--- src/rtl/ext_irq_sense.sv ---
module ext_irq_sense #(
  parameter int N_IRQ = 16
) (
  input  logic             clk,
  input  logic             rst_n,
  input  logic             bus_we,
  input  logic [7:0]       bus_addr,
  input  logic [31:0]      bus_wdata,
  output logic [31:0]      bus_rdata,
  input  logic             pin_nmi,
  input  logic [N_IRQ-1:0] pin_irq,
  output logic             req_nmi,
  output logic [N_IRQ-1:0] req_irq
);
  localparam int SEL_W = 2 * N_IRQ;
  localparam logic [7:0] A_NSTAT = 8'h00, A_NCLR = 8'h04, A_NSEL = 8'h08;
  localparam logic [7:0] A_ISTAT = 8'h10, A_ICLR = 8'h14, A_ISEL = 8'h18;

  // synchronizer stages plus previous synced value; idle high
  logic [N_IRQ:0] s1, s2, s3;
  logic           nmi_sel, nmi_flag;
  logic [SEL_W-1:0] irq_sel;
  logic [N_IRQ-1:0] irq_flag, irq_hit, irq_next, clr_irq;
  logic           clr_nmi, nmi_hit;
  logic [N_IRQ:0] rise, fall;

  always_ff @(posedge clk or negedge rst_n) begin
    if (!rst_n) begin
      s1 <= '1;
      s2 <= '1;
      s3 <= '1;
    end else begin
      s1 <= {pin_nmi, pin_irq};
      s2 <= s1;
      s3 <= s2;
    end
  end

  assign rise = s2 & ~s3;
  assign fall = ~s2 & s3;

  assign clr_nmi = bus_we && (bus_addr == A_NCLR) && bus_wdata[0];
  assign clr_irq = (bus_we && bus_addr == A_ICLR) ? bus_wdata[N_IRQ-1:0] : '0;
  assign nmi_hit = nmi_sel ? rise[N_IRQ] : fall[N_IRQ];

  always_comb begin
    for (int n = 0; n < N_IRQ; n++) begin
      case (irq_sel[2*n +: 2])
        2'd1:    irq_hit[n] = fall[n];
        2'd2:    irq_hit[n] = rise[n];
        2'd3:    irq_hit[n] = rise[n] | fall[n];
        default: irq_hit[n] = 1'b0;
      endcase
      if (irq_sel[2*n +: 2] == 2'd0) irq_next[n] = ~s2[n];
      else irq_next[n] = irq_hit[n] | (irq_flag[n] & ~clr_irq[n]);
    end
  end

  always_ff @(posedge clk or negedge rst_n) begin
    if (!rst_n) begin
      nmi_sel  <= 1'b0;
      irq_sel  <= '0;
      nmi_flag <= 1'b0;
      irq_flag <= '0;
    end else begin
      if (bus_we && bus_addr == A_NSEL) nmi_sel <= bus_wdata[0];
      if (bus_we && bus_addr == A_ISEL) irq_sel <= bus_wdata[SEL_W-1:0];
      nmi_flag <= nmi_hit | (nmi_flag & ~clr_nmi);
      irq_flag <= irq_next;
    end
  end

  always_comb begin
    bus_rdata = '0;
    case (bus_addr)
      A_NSTAT: bus_rdata[0] = nmi_flag;
      A_NSEL:  bus_rdata[0] = nmi_sel;
      A_ISTAT: bus_rdata[N_IRQ-1:0] = irq_flag;
      A_ISEL:  bus_rdata[SEL_W-1:0] = irq_sel;
      default: bus_rdata = '0;
    endcase
  end

  assign req_nmi = nmi_flag;
  assign req_irq = irq_flag;

  assert_nmi_clear_R4: assert property (@(posedge clk) disable iff (!rst_n)
    $past(clr_nmi && !nmi_hit) |-> !req_nmi);
  assert_nmi_hold_R3: assert property (@(posedge clk) disable iff (!rst_n)
    $past(nmi_flag && !clr_nmi) |-> req_nmi);

  for (genvar n = 0; n < N_IRQ; n++) begin : g_chk
    assert_edge_hold_R7: assert property (@(posedge clk) disable iff (!rst_n)
      $past(irq_flag[n] && irq_sel[2*n +: 2] != 2'd0 && !clr_irq[n]) |-> req_irq[n]);
    assert_edge_wins_R8: assert property (@(posedge clk) disable iff (!rst_n)
      $past(irq_hit[n] && clr_irq[n]) |-> req_irq[n]);
    assert_level_noclr_R6: assert property (@(posedge clk) disable iff (!rst_n)
      $past(irq_sel[2*n +: 2] == 2'd0 && clr_irq[n] && !s2[n]) |-> req_irq[n]);
  end
endmodule

--- config.mk ---
export PLATFORM = sky130hd
export DESIGN_NAME = ext_irq_sense
export DESIGN_NICKNAME = d
export VERILOG_FILES = /design/src/rtl/ext_irq_sense.sv
export SDC_FILE = /design/constraint.sdc
export NUM_CORES = 1
export LEC_CHECK = 0
export ABC_AREA = 0
export BUFFER_PORTS_ARGS = -buffer_cell sky130_fd_sc_hd__buf_2
export CORE_MARGIN = 1.5
export CORE_UTILIZATION = 49
export DETAILED_ROUTE_END_ITERATION = 12
export GPL_TIMING_DRIVEN = 0
export HOLD_SLACK_MARGIN = 0.12
export PLACE_DENSITY = 0.75
export SYNTH_ARGS = -nofsm -noshare
export SYNTH_HDL_FRONTEND = slang
export SYNTH_SLANG_ARGS = --single-unit
--- constraint.sdc ---
create_clock -name clk -period 1.15 [get_ports clk]
set_input_delay 0 -clock clk [delete_from_list [all_inputs] [get_ports clk]]
set_output_delay 0 -clock clk [all_outputs]
set_load 0.05 [all_outputs]
==> summary.md <==
| Metric | Value |
|---|---|
| Final min period | `1.68 ns` |
| Final hold viol count | `0` |
| Syn Area/Cell | `12.9 um^2` |
| F_max | `597 MHz` |
| Core ar. | `9680 um^2` |
| CP Class | `flop to primary output` |
| Largest net degree at the start of global routing | `52` |
| CP max stage cell | `dfrtp_2` |
| CP Cell Sequence | `mux2_2 > and3_1 > a221o_2 > buf_6` |
| Async SR Flop Fraction | `100%` |
| Die width | `102 um` |
| Max Cap Viol | `0` |
| Antenna violations before repair | `0` |
| CP Capture Type | `primary output` |
| Commonest non-fill, non-tap cell in the layout | `buf_2` |
| Peak VDD IR | `0.875 mV` |
| Post-route setup TNS | `-8.16 ns` |
| Synthesized cell area | `4840 um^2` |
| Die area | `10500 um^2` |
| Final setup viols | `49` |
| Violated checks | `setup timing` |
| Starting DRT DRC Count | `201` |
| H-Tree Depth | `3` |
| Post-synth EDFFs | `0` |
| CTS tree | `yes` |
| Power Total | `7.71 mW` |
| DRC | `0` |
| Max incr delay on CP | `0.42 ns` |
| First-pass GRT wire length | `22.0 mm` |
| Final setup margin | `-0.526 ns` |
| # clock sinks | `101` |
| Die H | `102 um` |
| Worst min-delay path class | `input port to flop` |
| Number of global-route vias before repair | `4260` |
| HPWL after DPL | `7.86 mm` |
| Total wire length | `14.7 mm` |
| Clock Tree Buf Depth | `2` |
| Number of synthesis warnings | `0` |
| GP Congestion | `0.784` |
| Leak pwr | `3.61 nW` |
| CTS root buf | `clkbuf_8` |
| Crit-path leading delay family | `flip-flops` |
| CP arrival | `1.68 ns` |
| Antenna Cells | `0` |
| PD cells | `1000 nW/um^2` |
| Vias | `4030` |
| Synth Instances | `374` |
| Pre-CTS WS | `-0.720 ns` |
| Area Growth Syn to Fin | `58.9%` |
| Synthesis-stage register bit count | `101` |
| CTS buffer count | `9` |
| Row Count | `36` |
| Vias per inst | `5.45` |
| Max_slew headroom | `56.2%` |
| Status | `finished, violations left` |
| Insertion delay to the later sink of the worst-skew pair | `0.37 ns` |
| I/O pin count | `109` |
| Initial core utilization | `49.9%` |
| Leading register cell type out of synthesis | `dfstp_2` |
| Fin crit share | `146%` |
| Detailed Routing Iterations Pass 1 | `4` |
| Syn Nets | `466` |
| Antenna-violating nets left | `0` |
| Gr ovfl total | `0` |
| Buf/Inv on CP | `1` |
| Post-synthesis sequential area ratio | `53.6%` |
| CP required | `1.15 ns` |
| Synth cell types | `33` |
| Layout net count | `693` |
| Most frequent cells in the layout | `buf_2 (71), dlygate4sd3_1 (52), dfstp_2 (51), buf_4 (50), dfrtp_1 (41)` |
| Slew at the pin closest to its max-slew limit | `0.657 ns` |
| Hold_ws | `0.0461 ns` |
| Clk slew on worst S/H paths | `0.10 ns` |
| Slew Viols, Final | `0` |
| DR WL/cell | `19.9 um` |
| Unrepaired setup endpoints after global routing | `yes` |
| Clk_skew | `0.00841 ns` |
| Critical Path Source Type | `flop` |
| Share of cells above drive strength 1 | `62.2%` |
| Worst-path fanout max | `2` |
| Total track usage | `28.0%` |
| I/O Buffers | `108` |
[worst min-delay path: stages]
cell and delay (ns):
buf_8 0.08, nor4_1 0.07, nand4_1 0.10, a221o_1 0.13
[synthesized netlist by cell type, types with 2 or more instances]
master	count	share of area (%)
o221ai_1	16	2.9
buf_4	6	0.93
nor4b_4	2	0.98
mux2_2	4	0.93
nor2_1	10	0.78
buf_6	3	0.70
nand2_1	16	1.2
dfrtp_1	50	26
nand2b_1	6	0.78
clkbuf_1	2	0.16
a21oi_1	10	1.0
dfstp_2	51	28
o31ai_1	10	1.6
and4_1	10	1.8
mux2_4	30	9.3
and4_2	6	1.2
a22o_1	15	2.7
nand4_1	2	0.26
o211ai_1	16	2.5
ha_1	32	8.3
and2_1	16	2.1
o21ai_0	12	1.2
inv_1	38	2.9
a221o_1	2	0.41
[state kept, by name (all words and copies together) (netlist names)]
register / flops
irq_sel: 32
s1: 17
s2: 17
s3: 17
req_irq: 16
nmi_sel: 1
req_nmi: 1
[final timing paths]
| check | slack, ns | depth (start not counted) | startpoint | to |
|---|---|---|---|---|
| min | 0.05 | 4 | bus_addr[7] | req_nmi |
| min reg2reg | 0.36 | 0 | s1[14] | s2[14] |
| max | -0.53 | 4 | req_nmi | bus_rdata[0] |
| max in group asynchronous | 0.22 | 3 | rst_n | s3[16] |
| min in group asynchronous | 0.19 | 2 | rst_n | irq_sel[30] |
| max reg2reg | -0.23 | 5 | s2[13] | req_irq[13] |
[metal layers]
metal	vias up	share of wire, %	GRT usage, %
li1	1811	-	-
met1	2036	37	32.4
met2	139	54	50.5
met3	44	5.4	6.22
met4	0	3.6	10.4
met5	-	0	0
[power by group]
group	switching [mW]	total, mW	internal [mW]
combinational	0.636	1.22	0.586
clock	1.34	2.45	1.11
sequential	0.213	4.04	3.82
total	2.19	7.71	5.52
[layout make-up]
cell class,instances,area [um^2]
sequential,101,2600
multi-input combinational,223,2440
timing repair buffer,220,2010
fill,541,2000
tap,133,166
inverter,38,143
clock buffer,10,138
buffer,8,113
clock inverter,6,77.6
[stage by stage]
step | std cells | cell area (um^2) | utilization (%)
2_1_floorplan | 374 | 5090 | -
3_3_place_gp | 615 | 5800 | 59.9
3_5_place_dp | 616 | 5830 | 60.2
4_1_cts | 730 | 7540 | 77.9
5_1_grt | 739 | 7680 | 79.4
6_report | 739 | 7680 | 79.4
[cells by family (layout without fill, tap and decap cells)]
kind of cell / count (synthesis) / in the layout / synth area share (%)
fa+ha+maj: 32 / 32 / 8.28
flops: 101 / 101 / 53.6
compound gates: 81 / 81 / 12.3
simple gates: 76 / 76 / 10.7
buf+inv: 50 / 282 / 4.84
mux: 34 / 34 / 10.2
[what timing repair did]
action,in CTS,in global routing
pin swaps,32,14
gates cloned,3,3
setup endpoints to repair,79,80
gates resized for setup,146,23
hold buffers,52,1
setup buffers,45,13
hold endpoints to repair,116,2
Note: power is estimated with default switching activity, not from simulation.
